<file path="config.mk">
export PLATFORM = sky130hd
export DESIGN_NAME = hostport_bridge
export DESIGN_NICKNAME = d
export VERILOG_FILES = /design/src/rtl/hpb_pkg.sv /design/src/rtl/hpb_strobe_sync.sv /design/src/rtl/hpb_in_reg.sv /design/src/rtl/hpb_out_reg.sv /design/src/rtl/hostport_bridge.sv
export SDC_FILE = /design/constraint.sdc
export NUM_CORES = 1
export LEC_CHECK = 0
export BUFFER_PORTS_ARGS = -buffer_cell sky130_fd_sc_hd__buf_2
export CAP_MARGIN = 10
export CORE_ASPECT_RATIO = 1.2
export CORE_MARGIN = 2
export CORE_UTILIZATION = 45
export DETAILED_ROUTE_END_ITERATION = 10
export GPL_TIMING_DRIVEN = 0
export PLACE_DENSITY_LB_ADDON = 0.1
export SYNTH_ARGS = -nofsm -noshare
export SYNTH_HDL_FRONTEND = slang
export SYNTH_SLANG_ARGS = --single-unit
</file>
<file path="constraint.sdc">
create_clock -name clk -period 1.2 [get_ports clk]
set_input_delay 0.06 -clock clk [delete_from_list [all_inputs] [get_ports clk]]
set_output_delay 0.06 -clock clk [all_outputs]
set_load 0.02 [all_outputs]
</file>
<file path="src/rtl/hpb_pkg.sv">
`timescale 1ns/1ps
package hpb_pkg;
   typedef enum logic [0:0] {
      SEL_DATA = 1'b0,
      SEL_STAT = 1'b1
   } hpb_sel_e;

   localparam int ST_IN_FULL   = 0;
   localparam int ST_OUT_EMPTY = 1;
endpackage

</file>
<file path="src/rtl/hpb_strobe_sync.sv">
`timescale 1ns/1ps
module hpb_strobe_sync #(
   parameter int STAGES = 2
) (
   input  logic clk,
   input  logic rst_n,
   input  logic strobe_n,
   output logic start
);
   generate
      if (STAGES < 2) begin : g_bad
         $error("hpb_strobe_sync: STAGES must be at least 2");
      end
   endgenerate

   logic [STAGES-1:0] chain_q;
   logic              prev_q;

   always_ff @(posedge clk or negedge rst_n) begin
      if (!rst_n) begin
         chain_q <= '1;
         prev_q  <= 1'b1;
      end else begin
         chain_q <= {chain_q[STAGES-2:0], strobe_n};
         prev_q  <= chain_q[STAGES-1];
      end
   end

   assign start = prev_q & ~chain_q[STAGES-1];
endmodule

</file>
<file path="src/rtl/hpb_in_reg.sv">
`timescale 1ns/1ps
module hpb_in_reg #(
   parameter int HOST_W      = 8,
   parameter int LANES       = 2,
   parameter int COMMIT_LANE = 1,
   localparam int LSEL_W     = $clog2(LANES),
   localparam int WORD_W     = HOST_W * LANES
) (
   input  logic              clk,
   input  logic              rst_n,
   input  logic              wr_start,
   input  logic [LSEL_W-1:0] lane_sel,
   input  logic [HOST_W-1:0] byte_in,
   input  logic              take,
   output logic [WORD_W-1:0] word,
   output logic              full
);
   logic [WORD_W-1:0] word_q;
   logic              full_q;
   logic              accept;

   assign accept = wr_start & ~full_q;

   always_ff @(posedge clk or negedge rst_n) begin
      if (!rst_n) begin
         word_q <= '0;
      end else if (accept) begin
         for (int i = 0; i < LANES; i++) begin
            if (lane_sel == LSEL_W'(i)) begin
               word_q[i*HOST_W +: HOST_W] <= byte_in;
            end
         end
      end
   end

   always_ff @(posedge clk or negedge rst_n) begin
      if (!rst_n) begin
         full_q <= 1'b0;
      end else if (take) begin
         full_q <= 1'b0;
      end else if (accept && lane_sel == LSEL_W'(COMMIT_LANE)) begin
         full_q <= 1'b1;
      end
   end

   assign word = word_q;
   assign full = full_q;
endmodule

</file>
<file path="src/rtl/hpb_out_reg.sv">
`timescale 1ns/1ps
module hpb_out_reg #(
   parameter int HOST_W      = 8,
   parameter int LANES       = 2,
   parameter int COMMIT_LANE = 1,
   localparam int LSEL_W     = $clog2(LANES),
   localparam int WORD_W     = HOST_W * LANES
) (
   input  logic              clk,
   input  logic              rst_n,
   input  logic              load,
   input  logic [WORD_W-1:0] wdata,
   input  logic              rd_start,
   input  logic [LSEL_W-1:0] lane_sel,
   output logic [HOST_W-1:0] byte_out,
   output logic              empty
);
   logic [WORD_W-1:0] word_q;
   logic              empty_q;

   always_ff @(posedge clk or negedge rst_n) begin
      if (!rst_n) begin
         word_q <= '0;
      end else if (load) begin
         word_q <= wdata;
      end
   end

   always_ff @(posedge clk or negedge rst_n) begin
      if (!rst_n) begin
         empty_q <= 1'b1;
      end else if (load) begin
         empty_q <= 1'b0;
      end else if (rd_start && lane_sel == LSEL_W'(COMMIT_LANE)) begin
         empty_q <= 1'b1;
      end
   end

   assign byte_out = word_q[lane_sel*HOST_W +: HOST_W];
   assign empty    = empty_q;
endmodule

</file>
<file path="src/rtl/hostport_bridge.sv">
`timescale 1ns/1ps
module hostport_bridge
   import hpb_pkg::*;
#(
   parameter int HOST_W      = 8,
   parameter int WORD_W      = 16,
   parameter int SYNC_STAGES = 2,
   parameter int COMMIT_LANE = WORD_W / HOST_W - 1
) (
   input  logic                                   clk,
   input  logic                                   rst_n,
   input  logic                                   hst_cs_n,
   input  logic                                   hst_wr_n,
   input  logic                                   hst_rd_n,
   input  logic [$clog2(WORD_W/HOST_W):0]         hst_addr,
   input  logic [HOST_W-1:0]                      hst_din,
   output logic [HOST_W-1:0]                      hst_dout,
   input  logic                                   dsp_addr,
   input  logic                                   dsp_rd,
   input  logic                                   dsp_wr,
   input  logic [WORD_W-1:0]                      dsp_wdata,
   output logic [WORD_W-1:0]                      dsp_rdata,
   output logic                                   dsp_wait,
   output logic                                   dsp_irq_rx,
   output logic                                   dsp_irq_tx
);
   localparam int LANES  = WORD_W / HOST_W;
   localparam int LSEL_W = $clog2(LANES);
   localparam int HA_W   = LSEL_W + 1;

   generate
      if (WORD_W % HOST_W != 0) begin : g_bad_ratio
         $error("hostport_bridge: WORD_W must be a multiple of HOST_W");
      end
      if (LANES < 2 || (LANES & (LANES - 1)) != 0) begin : g_bad_lanes
         $error("hostport_bridge: lane count must be a power of two of at least 2");
      end
      if (COMMIT_LANE < 0 || COMMIT_LANE >= LANES) begin : g_bad_commit
         $error("hostport_bridge: COMMIT_LANE out of range");
      end
   endgenerate

   hpb_sel_e          host_sel;
   hpb_sel_e          core_sel;
   logic [LSEL_W-1:0] host_lane;
   logic              wr_start;
   logic              rd_start;
   logic              in_wr_start;
   logic              out_rd_start;
   logic [WORD_W-1:0] in_word;
   logic              in_full;
   logic              out_empty;
   logic [HOST_W-1:0] out_byte;
   logic [WORD_W-1:0] status_w;
   logic              rd_data_req;
   logic              wr_data_req;
   logic              take;
   logic              load;

   assign host_sel  = hpb_sel_e'(hst_addr[HA_W-1]);
   assign host_lane = hst_addr[LSEL_W-1:0];
   assign core_sel  = hpb_sel_e'(dsp_addr);

   hpb_strobe_sync #(.STAGES(SYNC_STAGES)) u_wr_sync (
      .clk      (clk),
      .rst_n    (rst_n),
      .strobe_n (hst_cs_n | hst_wr_n),
      .start    (wr_start)
   );

   hpb_strobe_sync #(.STAGES(SYNC_STAGES)) u_rd_sync (
      .clk      (clk),
      .rst_n    (rst_n),
      .strobe_n (hst_cs_n | hst_rd_n),
      .start    (rd_start)
   );

   assign in_wr_start  = wr_start & (host_sel == SEL_DATA);
   assign out_rd_start = rd_start & (host_sel == SEL_DATA);

   assign rd_data_req = dsp_rd & (core_sel == SEL_DATA);
   assign wr_data_req = dsp_wr & (core_sel == SEL_DATA);
   assign take        = rd_data_req & in_full;
   assign load        = wr_data_req & out_empty;
   assign dsp_wait    = (rd_data_req & ~in_full) | (wr_data_req & ~out_empty);

   hpb_in_reg #(
      .HOST_W      (HOST_W),
      .LANES       (LANES),
      .COMMIT_LANE (COMMIT_LANE)
   ) u_in (
      .clk      (clk),
      .rst_n    (rst_n),
      .wr_start (in_wr_start),
      .lane_sel (host_lane),
      .byte_in  (hst_din),
      .take     (take),
      .word     (in_word),
      .full     (in_full)
   );

   hpb_out_reg #(
      .HOST_W      (HOST_W),
      .LANES       (LANES),
      .COMMIT_LANE (COMMIT_LANE)
   ) u_out (
      .clk      (clk),
      .rst_n    (rst_n),
      .load     (load),
      .wdata    (dsp_wdata),
      .rd_start (out_rd_start),
      .lane_sel (host_lane),
      .byte_out (out_byte),
      .empty    (out_empty)
   );

   always_comb begin
      status_w               = '0;
      status_w[ST_IN_FULL]   = in_full;
      status_w[ST_OUT_EMPTY] = out_empty;
   end

   assign hst_dout   = (host_sel == SEL_STAT) ? status_w[host_lane*HOST_W +: HOST_W] : out_byte;
   assign dsp_rdata  = (core_sel == SEL_STAT) ? status_w : in_word;
   assign dsp_irq_rx = in_full;
   assign dsp_irq_tx = out_empty;
endmodule

</file>
==> metrics.md <==
| Metric | Value |
|---|---|
| Worst setup path start | u_out.empty$_DFFE_PN1P_ |
| Clock latency at the later pin of the worst-skew pair | 0.29 ns |
| Die Y-Extent | 73.48 um |
| Yosys top cell by area | dfrtp_1 |
| Comb power frac | 34.3% |
| CP Capture Type | flop |
| Row count | 25 |
| Multi-input gate area in the final layout | 804.5 um^2 |
| Most frequent cells in the layout | buf_2, dfrtp_1, mux2_2, nor2b_1, mux2_4 |
| Hold WC Path Type | input port to flop |
| Synth top area share | 45.61% |
| Slew margin rel. | 41.26% |
| Pwr Total | 4.583 mW |
| Final hold violations | 0 |
| Unrepaired setup endpoints after global routing | true |
| Filler Cells Inserted | 331 |
| H-tree levels | 2 |
| Failing checks | setup timing |
| Pwr Density | 1811 nW/um^2 |
| Worst-Margin Slew | 0.8811 ns |
| R2r startpoint | u_out.empty$_DFFE_PN1P_ |
| Critical path class | flop to flop |
| Area delta synth->final | 39.81% |
| Yosys cell types | 23 |
| Most common cell after layout, fill and taps aside | buf_2 |
| Crit path arrival time | 1.48 ns |
| NetSw | 1.348 mW |
| Skew final | 0.006761 ns |
| CTS tree | done |
| First-pass GRT wire length | 6078 um |
| VDD IR max | 1304 uV |
| Total Wirelength | 3837 um |
| # IOs | 61 |
| Clk root buf | clkbuf_8 |
| Ant. Diodes | 0 |
| Seq pwr share | 44.7% |
| Total track usage | 18.63% |
| Drt first pass iters | 4 |
| Setup-failing EPs final | 36 |
| Die area | 4548 um^2 |
| Max-cap violation count | 0 |
| Setup tns final | -3.050 ns |
| Starting density of the core | 46.30% |
| Seq cells post-synth | 40 |
| Worst setup margin | -0.1171 ns |
| Register area | 1011 um^2 |
| Vias | 1279 |
| Hold_sp | dsp_wdata[3] |
| Fmax | 759.2 MHz |
| DRC viols | 0 |
| Initial antenna violation count | 0 |
| Port bufs | 59 |
| Status | complete, but fails checks |
| WL/cell | 14.48 um |
| Synth top area cells | dfrtp_1, mux2_2, dfstp_2 |
| Core area | 3910 um^2 |
| Max clock buf depth | 2 |
| Vias in the first global route | 1362 |
| Int Pwr | 3.235 mW |
| Syn_area_per_cell | 14.37 um^2 |
| Mapped Cells | 126 |
| ANT nets after route | 0 |
| Post-Syn Area | 1810 um^2 |
| Final #Nets | 244 |
| Net Sw Frac | 29.41% |
| Leak Pwr | 1.304 nW |
| Worst hold path depth | 2 |
| Clk pwr share | 21.0% |
| Max-slew violation count | 0 |
| Post-synth net total | 160 |
| Largest net degree at the start of global routing | 41 |
| Routability cong. | 0.7336 |
| Startpoint Class | flop |
| Die Wd | 61.90 um |
| Clock transition at path regs | 0.07 ns |
| Initial DRC Count | 20 |
| CP max FO | 10 |
| GRT overflow | 0 |
| Tmin final | 1.317 ns |
| Share of cells above drive strength 1 | 60.66% |
| CP required | 1.37 ns |
| Number of vias per cell | 4.826 |
| Clock Sinks | 40 |
| Final Cycle Share | 109.8% |
| CTS buffer count | 5 |
| Seq/Total Area, Yosys | 55.77% |
| Synth warnings | 0 |
| Dpl hpwl | 2485 um |
| R2R depth | 3 |
cell families (layout without fill, tap and decap cells):
kind of cell | Yosys count | count (layout) | share of synthesized area (%)
compound gates | 5 | 5 | 1.797
flops | 40 | 40 | 55.77
buf+inv | 7 | 91 | 2.488
mux | 42 | 42 | 27.44
simple gates | 32 | 33 | 12.51
area by class of cell:
class	instances	share of cell area (%)
Buffer	5	1.878
Tap cell	54	2.669
Sequential cell	40	39.94
Inverter	2	0.2966
Clock buffer	8	3.955
Timing Repair Buffer	76	19.48
Multi-Input combinational cell	80	31.78
layer usage:
metal	track usage, %	part of all wire, %	vias up
li1	-	-	603
met1	21.31	40	626
met2	33.22	54	46
met3	4.754	4.5	4
met4	5.674	1.1	0
met5	0	0	-
state kept, by name, summed over array words and instances, names as in the netlist:
name and flops:
u_wr_sync.chain_q 2, u_in.word 16, u_rd_sync.prev_q 1, u_out.word_q 16, u_rd_sync.chain_q 2, u_wr_sync.prev_q 1, u_out.empty 1, u_in.full 1
synthesized netlist by cell type:
| cell | n |
|---|---|
| nand2_1 | 2 |
| mux2_4 | 9 |
| nor4bb_1 | 1 |
| clkbuf_1 | 2 |
| nor2_1 | 7 |
| inv_1 | 2 |
| o21a_1 | 1 |
| nor2_4 | 1 |
| or2_2 | 2 |
| nand4b_4 | 1 |
| nand3_2 | 1 |
| mux2_2 | 25 |
| nor2b_1 | 12 |
| o22ai_1 | 1 |
| nand3b_4 | 1 |
| o2bb2ai_1 | 1 |
| buf_6 | 2 |
| and2b_1 | 4 |
| mux2i_1 | 8 |
| o21ai_0 | 2 |
| buf_4 | 1 |
| dfstp_2 | 7 |
| dfrtp_1 | 33 |
path summary, 6_finish.rpt:
path | slack (ns) | endpoint
worst max-delay path | -0.12 | u_out.word_q[12]$_DFFE_PN0P_
worst min-delay path | 0.008 | u_out.word_q[3]$_DFFE_PN0P_
worst max register to register | -0.12 | u_out.word_q[12]$_DFFE_PN0P_
worst min register to register | 0.36 | u_wr_sync.chain_q[1]$_DFF_PN1_
max in group asynchronous | 0.14 | u_in.full$_DFFE_PN0P_
min in group asynchronous | 0.44 | u_in.word[14]$_DFFE_PN0P_
power by group through the flow:
stage	Combinational, mW	Sequential (mW)	Clock [mW]
finish	1.57	2.05	0.964
global route	1.70	2.11	1.06
CTS	1.52	2.04	0.999
detailed placement	1.37	2.06	0
global placement	1.33	2.03	0
floorplan	0.998	2.01	0
through the flow:
step	util, %	area (um^2)	hold WS, ns	instances	setup WS (ns)
final	64.74	2531	0.007899	265	-0.1171
after global routing	64.74	2531	0.002408	265	-0.1529
after CTS	63.39	2479	0.0004695	263	-0.1142
after detailed placement	55.62	2175	0.2270	239	-0.2006
after global placement	55.62	2175	0.2111	239	-0.1896
after floorplan	-	1812	-0.2356	126	-0.1515
critical path, stage by stage (launching register included):
cell	delay, ns
dfstp_2	0.60
nand3b_4	0.13
buf_12	0.17
mux2_4	0.29
what timing repair did:
action                     4_1_cts  5_1_grt
hold buffers                     8        2
gates resized for setup         15       10
pin swaps                        5        1
setup buffers                    7        0
hold endpoints to repair        39        2
gates cloned                     1        0
setup endpoints to repair       33       38
Note: power is estimated with default switching activity, not from simulation.
